### src/rtl/dram_slice_pkg.sv
package dram_slice_pkg;

    localparam int MODE_W = 3;

    typedef enum logic [MODE_W-1:0] {
        MODE_OFF = 3'd0,
        MODE_S32 = 3'd1,
        MODE_D32 = 3'd2,
        MODE_S64 = 3'd3,
        MODE_D64 = 3'd4
    } lut_mode_e;

    function automatic logic mode_is_dual(input logic [MODE_W-1:0] m);
        return (m == MODE_D32) || (m == MODE_D64);
    endfunction

    function automatic logic mode_is_single(input logic [MODE_W-1:0] m);
        return (m == MODE_S32) || (m == MODE_S64);
    endfunction

    function automatic logic mode_is_pair(input logic [MODE_W-1:0] m);
        return (m == MODE_S32) || (m == MODE_D32);
    endfunction

    function automatic logic mode_is_bit(input logic [MODE_W-1:0] m);
        return (m == MODE_S64) || (m == MODE_D64);
    endfunction

    function automatic logic mode_is_legal(input logic [MODE_W-1:0] m);
        return m <= MODE_D64;
    endfunction

endpackage

### src/rtl/dram_mode_check.sv
module dram_mode_check
    import dram_slice_pkg::*;
#(
    parameter int NUM_LUT = 4
) (
    input  logic [NUM_LUT-1:0][MODE_W-1:0] lut_mode_i,
    output logic                           cfg_err_o
);
    localparam int MASTER = NUM_LUT - 1;

    logic bad_code;
    logic any_ram;

    always_comb begin
        bad_code = 1'b0;
        any_ram  = 1'b0;
        for (int k = 0; k < NUM_LUT; k++) begin
            if (!mode_is_legal(lut_mode_i[k])) bad_code = 1'b1;
            if (lut_mode_i[k] != MODE_OFF)     any_ram  = 1'b1;
        end
        // master must be a single-port RAM as soon as any table stores data
        cfg_err_o = bad_code || (any_ram && !mode_is_single(lut_mode_i[MASTER]));
    end

endmodule

### src/rtl/dram_lut_port.sv
module dram_lut_port
    import dram_slice_pkg::*;
#(
    parameter int ADDR_W = 6
) (
    input  logic [MODE_W-1:0]        mode_i,
    input  logic [ADDR_W-1:0]        own_addr_i,
    input  logic [ADDR_W-1:0]        master_addr_i,
    input  logic                     hi_bit_i,
    input  logic                     lo_bit_i,
    input  logic [(1<<ADDR_W)-1:0]   row_i,
    output logic [(1<<ADDR_W)-1:0]   wmask_o,
    output logic [(1<<ADDR_W)-1:0]   wval_o,
    output logic                     o6_o,
    output logic                     o5_o
);
    localparam int DEPTH  = 1 << ADDR_W;
    localparam int HALF_W = ADDR_W - 1;

    logic [ADDR_W-1:0] wr_addr;
    logic [ADDR_W-1:0] hi_wr_idx, lo_wr_idx, hi_rd_idx, lo_rd_idx;

    always_comb begin
        wr_addr   = mode_is_dual(mode_i) ? master_addr_i : own_addr_i;
        // paired mode: top half of the row holds the high bit, bottom half the low bit
        hi_wr_idx = {1'b1, wr_addr[HALF_W-1:0]};
        lo_wr_idx = {1'b0, wr_addr[HALF_W-1:0]};
        hi_rd_idx = {1'b1, own_addr_i[HALF_W-1:0]};
        lo_rd_idx = {1'b0, own_addr_i[HALF_W-1:0]};
    end

    always_comb begin
        wmask_o = '0;
        wval_o  = '0;
        if (mode_is_pair(mode_i)) begin
            wmask_o[hi_wr_idx] = 1'b1;
            wval_o[hi_wr_idx]  = hi_bit_i;
            wmask_o[lo_wr_idx] = 1'b1;
            wval_o[lo_wr_idx]  = lo_bit_i;
        end else if (mode_is_bit(mode_i)) begin
            wmask_o[wr_addr]   = 1'b1;
            wval_o[wr_addr]    = lo_bit_i;
        end
    end

    always_comb begin
        o6_o = 1'b0;
        o5_o = 1'b0;
        if (mode_is_pair(mode_i)) begin
            o6_o = row_i[hi_rd_idx];
            o5_o = row_i[lo_rd_idx];
        end else if (mode_is_bit(mode_i)) begin
            o6_o = row_i[own_addr_i];
        end
    end

    logic unused_depth;
    assign unused_depth = (DEPTH == 0);

endmodule

### src/rtl/dram_slice.sv
module dram_slice
    import dram_slice_pkg::*;
#(
    parameter int NUM_LUT = 4,
    parameter int ADDR_W  = 6
) (
    input  logic                           clk_i,
    input  logic                           rst_ni,
    input  logic                           we_i,
    input  logic [NUM_LUT-1:0][MODE_W-1:0] lut_mode_i,
    input  logic [NUM_LUT-1:0][ADDR_W-1:0] lut_addr_i,
    input  logic [NUM_LUT-1:0]             lut_byp_i,
    input  logic [NUM_LUT-1:0]             lut_din_i,
    output logic [NUM_LUT-1:0]             o6_o,
    output logic [NUM_LUT-1:0]             o5_o,
    output logic                           cfg_err_o
);
    localparam int DEPTH  = 1 << ADDR_W;
    localparam int MASTER = NUM_LUT - 1;

    typedef struct packed {
        logic [NUM_LUT-1:0][DEPTH-1:0] mem;
    } slice_state_t;

    slice_state_t state_d, state_q;

    logic [NUM_LUT-1:0]            lo_src;
    logic [NUM_LUT-1:0][DEPTH-1:0] wmask;
    logic [NUM_LUT-1:0][DEPTH-1:0] wval;

    dram_mode_check #(.NUM_LUT(NUM_LUT)) i_mode_check (
        .lut_mode_i (lut_mode_i),
        .cfg_err_o  (cfg_err_o)
    );

    // low data bit routing: dual-port tables take the master's input,
    // table 0 follows whatever feeds table 1
    for (genvar k = 0; k < NUM_LUT; k++) begin : g_lo
        if (k == 0) begin : g_chain
            assign lo_src[k] = mode_is_dual(lut_mode_i[k]) ? lo_src[1] : lut_din_i[k];
        end else begin : g_direct
            assign lo_src[k] = mode_is_dual(lut_mode_i[k]) ? lut_din_i[MASTER] : lut_din_i[k];
        end
    end

    for (genvar k = 0; k < NUM_LUT; k++) begin : g_lut
        dram_lut_port #(.ADDR_W(ADDR_W)) i_port (
            .mode_i        (lut_mode_i[k]),
            .own_addr_i    (lut_addr_i[k]),
            .master_addr_i (lut_addr_i[MASTER]),
            .hi_bit_i      (lut_byp_i[k]),
            .lo_bit_i      (lo_src[k]),
            .row_i         (state_q.mem[k]),
            .wmask_o       (wmask[k]),
            .wval_o        (wval[k]),
            .o6_o          (o6_o[k]),
            .o5_o          (o5_o[k])
        );
    end

    always_comb begin
        state_d = state_q;
        if (we_i && !cfg_err_o) begin
            for (int k = 0; k < NUM_LUT; k++) begin
                state_d.mem[k] = (state_q.mem[k] & ~wmask[k]) | (wval[k] & wmask[k]);
            end
        end
    end

    always_ff @(posedge clk_i or negedge rst_ni) begin
        if (!rst_ni) state_q <= '0;
        else         state_q <= state_d;
    end

endmodule

### config.mk
export PLATFORM = sky130hd
export DESIGN_NAME = dram_slice
export DESIGN_NICKNAME = d
export VERILOG_FILES = /design/src/rtl/dram_slice_pkg.sv /design/src/rtl/dram_mode_check.sv /design/src/rtl/dram_lut_port.sv /design/src/rtl/dram_slice.sv
export SDC_FILE = /design/constraint.sdc
export NUM_CORES = 1
export LEC_CHECK = 0
export BUFFER_PORTS_ARGS = -buffer_cell sky130_fd_sc_hd__buf_2
export CAP_MARGIN = 20
export CORE_MARGIN = 8
export CORE_UTILIZATION = 60
export DETAILED_ROUTE_END_ITERATION = 7
export GPL_TIMING_DRIVEN = 0
export PLACE_DENSITY = 0.74
export SYNTH_ARGS = -nofsm -noshare
export SYNTH_HDL_FRONTEND = slang
export SYNTH_HIERARCHICAL = 1
export SYNTH_SLANG_ARGS = --single-unit
### constraint.sdc
create_clock -name clk_i -period 2.5 [get_ports clk_i]
set_clock_uncertainty 0.2 [all_clocks]
set_input_delay 0.25 -clock clk_i [delete_from_list [all_inputs] [get_ports clk_i]]
set_output_delay 0.25 -clock clk_i [all_outputs]
set_load 0.005 [all_outputs]
==> metrics.log <==
[metrics] outcome: finished with violations
[metrics] failing checks: design-rule violations, negative setup slack
[metrics] share of synthesized area occupied by flip-flops and latches: 31.1%
[metrics] Crit path largest cell delay: 0.50 ns
[metrics] routed wirelength normalized by instance count: 25.4 µm
[metrics] final RePlAce weighted congestion: between 0.9 and 1
[metrics] antenna violations before repair: 2
[metrics] clock-pin slew reported for the worst setup and hold paths after clock tree synthesis: 0.06 ns
[metrics] synthesized netlist cell count: between 2,000 and 2,500
[metrics] clock tree from TritonCTS: yes
[metrics] per-instance average area after synthesis: 9.33 µm²
[metrics] Final WS setup: -0.427 ns
[metrics] required time of the critical path: just over 2 ns
[metrics] Detailed Route WL: 70,500 µm
[metrics] number of primary I/O pins: 56
[metrics] top cell family by delay on the critical path: multiplexers
[metrics] n_diodes: 0
[metrics] effective utilization at floorplan: 60.2%
[metrics] Max VDD drop: 0.702 mV
[metrics] global-route usage over all layers: 33.4%
[metrics] number of warnings printed during yosys synthesis: 6
[metrics] number of distinct standard cells referenced by the synthesized netlist: 79
[metrics] htree depth: 1
[metrics] Top FF cell, synth: sky130_fd_sc_hd__dfrtp_1
[metrics] post-detailed-route count of antenna-violating nets: 0
[metrics] combined buffer and inverter count along the critical path: 1
[metrics] buffer cell driving the clock tree root: sky130_fd_sc_hd__clkbuf_16
[metrics] final number of hold-violating endpoints: 0
[metrics] post-place instance area: 0.0215 mm²
[metrics] number of vias in the routed layout: 19,100
[metrics] share of power burned in registers: 39.8%
[metrics] most area-consuming cells after synthesis: sky130_fd_sc_hd__dfrtp_1, sky130_fd_sc_hd__mux2_4, sky130_fd_sc_hd__nand2_1
[metrics] Post-synth EDFFs: 0
[metrics] Core Area: 0.0342 mm²
[metrics] synthesis-to-finish area growth: 11.7%
[metrics] crit path DAT: ~2.5 ns
[metrics] number of max-slew violations in the final report: 0
[metrics] largest fanout on the critical path: 2
[metrics] global-route wire length before repair: between 100,000 and 150,000 µm
[metrics] maximum number of pins on one net before global-route repair: 121
[metrics] remaining global-route overflow: 0
[metrics] Least-Margin Pin Slew: 0.976 ns
[metrics] Cell Int Power: 7230 µW
[metrics] cell at the slowest stage of the critical path: sky130_fd_sc_hd__mux4_2
[metrics] Sw Share: 30.6%
[metrics] Leakage Power: 0.0100 µW
[metrics] total standard cell area after synthesis: 0.0206 mm²
[metrics] ratio of routed vias to standard cells: 6.90
[metrics] number of remaining DRC errors: 1
[metrics] worst-case headroom to the max-slew limit: about a third
[metrics] number of buffers added by the clock tree synthesis step: 31
[metrics] total of max-cap violations: 0
[metrics] Layout Utilization: between 60% and 70%
[metrics] most frequent standard cell in the layout excluding fill and tap cells: sky130_fd_sc_hd__nand2_1
[metrics] minimum clock period: 2.93 ns
[metrics] Critical Setup Path Class: flop to output pin
[metrics] DIE WIDTH: ~200 µm
[metrics] clock share of power: 42.1%
[metrics] worst min-delay path class: primary input to flop
[metrics] number of DRC markers in iteration 0: approximately 2,500
[metrics] number of detailed-routing iterations run before antenna repair: 8
[metrics] cell area power density: 453 mW/mm²
[metrics] Design Power: 10,400 µW
[metrics] portion of synthesized cell area occupied by the leading cell type: 31.1%
[metrics] Net Switching: about 3200 µW
[metrics] Max Clock Freq: 342 MHz
[metrics] source-to-sink clock delay at the later pin of the worst-skew pair: 0.57 ns
[metrics] clock sink count: 256
[metrics] die extent in y: approximately 200 µm
[metrics] detailed-placement wirelength estimate: around 50,000 µm
[metrics] setup repair after global routing missed its margin: yes
[metrics] share of synthesized flip-flops with an asynchronous set or reset: 100%
[metrics] syn_nets: 2,255
[metrics] final clock period utilization by the worst path: 117%
[metrics] top cell type by total area after synthesis: sky130_fd_sc_hd__dfrtp_1
[metrics] cell-by-cell trace of the critical path: mux4_2 -> and3_4 -> nor4_4 -> a22oi_2 -> mux2i_2 -> o311ai_4 -> buf_2
[metrics] combinational share of power: 18.1%
[metrics] cell area after layout: 0.0230 mm²
[metrics] startpoint class of the critical path: flop
[metrics] share of post-route cells with drive strength above 1: between 20 and 30%
[metrics] vias in the first global route: 18,600
[metrics] number of flip-flops and latches in the synthesized netlist: 256
[metrics] final layout net count: 2,343
[metrics] count of final setup violators: 15
[metrics] site row count: 68
[metrics] area of the die: 0.0405 mm²
[metrics] type of destination of the critical path: output pin
[metrics] maximum number of buffers from clock root to sink: 3
[metrics] Port Buffer Count: 48
[metrics] most frequent cells in the layout: sky130_fd_sc_hd__nand2_1, sky130_fd_sc_hd__dfrtp_1, sky130_fd_sc_hd__mux2_4, sky130_fd_sc_hd__o22ai_1, sky130_fd_sc_hd__nand3_1
per-layer routing:
layer,share of wire (%),up-vias,global-route usage (%)
met4,4.9,4,14.4
met1,41,9214,45.1
met2,44,1263,51.6
li1,-,8369,-
met5,0.038,-,0
met3,9.9,278,6.66
worst paths after layout:
check	from	endpoint	slack, ns	cells after the start
min reg2reg	flop	flop	0.31	1
min in group asynchronous	rst_ni	async pin	0.13	3
min	lut_byp_i[0]	flop	0.09	4
max	flop	o6_o[3]	-0.43	7
max reg2reg	flop	flop	1.41	2
max in group asynchronous	rst_ni	async pin	0.68	3
metrics by stage:
step | setup WS (ns) | cells | setup TNS, ns | hold slack, ns
after floorplan | -0.0210 | 2208 | -0.0239 | -0.246
after global placement | -3.63 | 2711 | -1079.79 | 0.282
after detailed placement | -1.65 | 2713 | -160.42 | -0.0993
after CTS | -0.496 | 2770 | -1.20 | 0.0473
after global routing | -0.525 | 2774 | -2.61 | 0.113
final | -0.427 | 2774 | -1.47 | 0.0940
area by class of cell:
cell class              instances  area (µm²)
flip-flops and latches        256        6410
fillers                      2779       11200
plain buffers                 157        1130
clock inverters                 6        65.1
well taps                     455         569
multi-input cells            1770       13500
clock buffers                  50         907
inverters                      24        91.3
repair buffers                 56         363
cell usage after synthesis (17+ instances only):
master	n
sky130_fd_sc_hd__mux2_4	242
sky130_fd_sc_hd__buf_8	25
sky130_fd_sc_hd__o22ai_1	246
sky130_fd_sc_hd__nor3_1	18
sky130_fd_sc_hd__inv_1	21
sky130_fd_sc_hd__mux2i_1	86
sky130_fd_sc_hd__mux4_2	28
sky130_fd_sc_hd__o21ai_1	18
sky130_fd_sc_hd__nand2_1	410
sky130_fd_sc_hd__o21ai_0	61
sky130_fd_sc_hd__mux2_2	29
sky130_fd_sc_hd__nand4_1	36
sky130_fd_sc_hd__nor2b_1	17
sky130_fd_sc_hd__dfrtp_1	256
sky130_fd_sc_hd__nand3_1	139
sky130_fd_sc_hd__nor2_1	88
sky130_fd_sc_hd__a22oi_1	24
sky130_fd_sc_hd__and2_1	65
sky130_fd_sc_hd__buf_2	60
sky130_fd_sc_hd__a21oi_1	82
sky130_fd_sc_hd__clkbuf_1	48
logic make-up after synthesis:
| family | share of synthesized area (%) |
|---|---|
| AND/OR/NAND/NOR | 20.0 |
| AO/OA/AOI/OAI | 15.4 |
| multiplexers | 26.9 |
| flip-flops | 31.1 |
| buffers and inverters | 5.54 |
| XOR/XNOR | 1.08 |
power groups by stage:
stage	registers [µW]	logic, µW	clock network [µW]
detailed placement	4220	1710	0
global route	4140	1970	4620
CTS	4150	1750	4470
finish	4150	1880	4380
floorplan	4220	1080	0
global placement	4220	1680	0
tightest hold or removal path, cell delays in order:
cell and delay (ns):
sky130_fd_sc_hd__buf_2 0.14, sky130_fd_sc_hd__a32oi_1 0.18, sky130_fd_sc_hd__nor2_1 0.11, sky130_fd_sc_hd__mux2_4 0.15
repair_timing:
action | 4_1_cts | 5_1_grt
setup buffers | 0 | 4
endpoints found under the setup margin | 117 | 169
pin swaps | 4 | 10
resized for setup | 59 | 85
hold buffers | 2 | 0
endpoints found under the hold margin | 256 | 0
(Power assumes the default switching activity.)
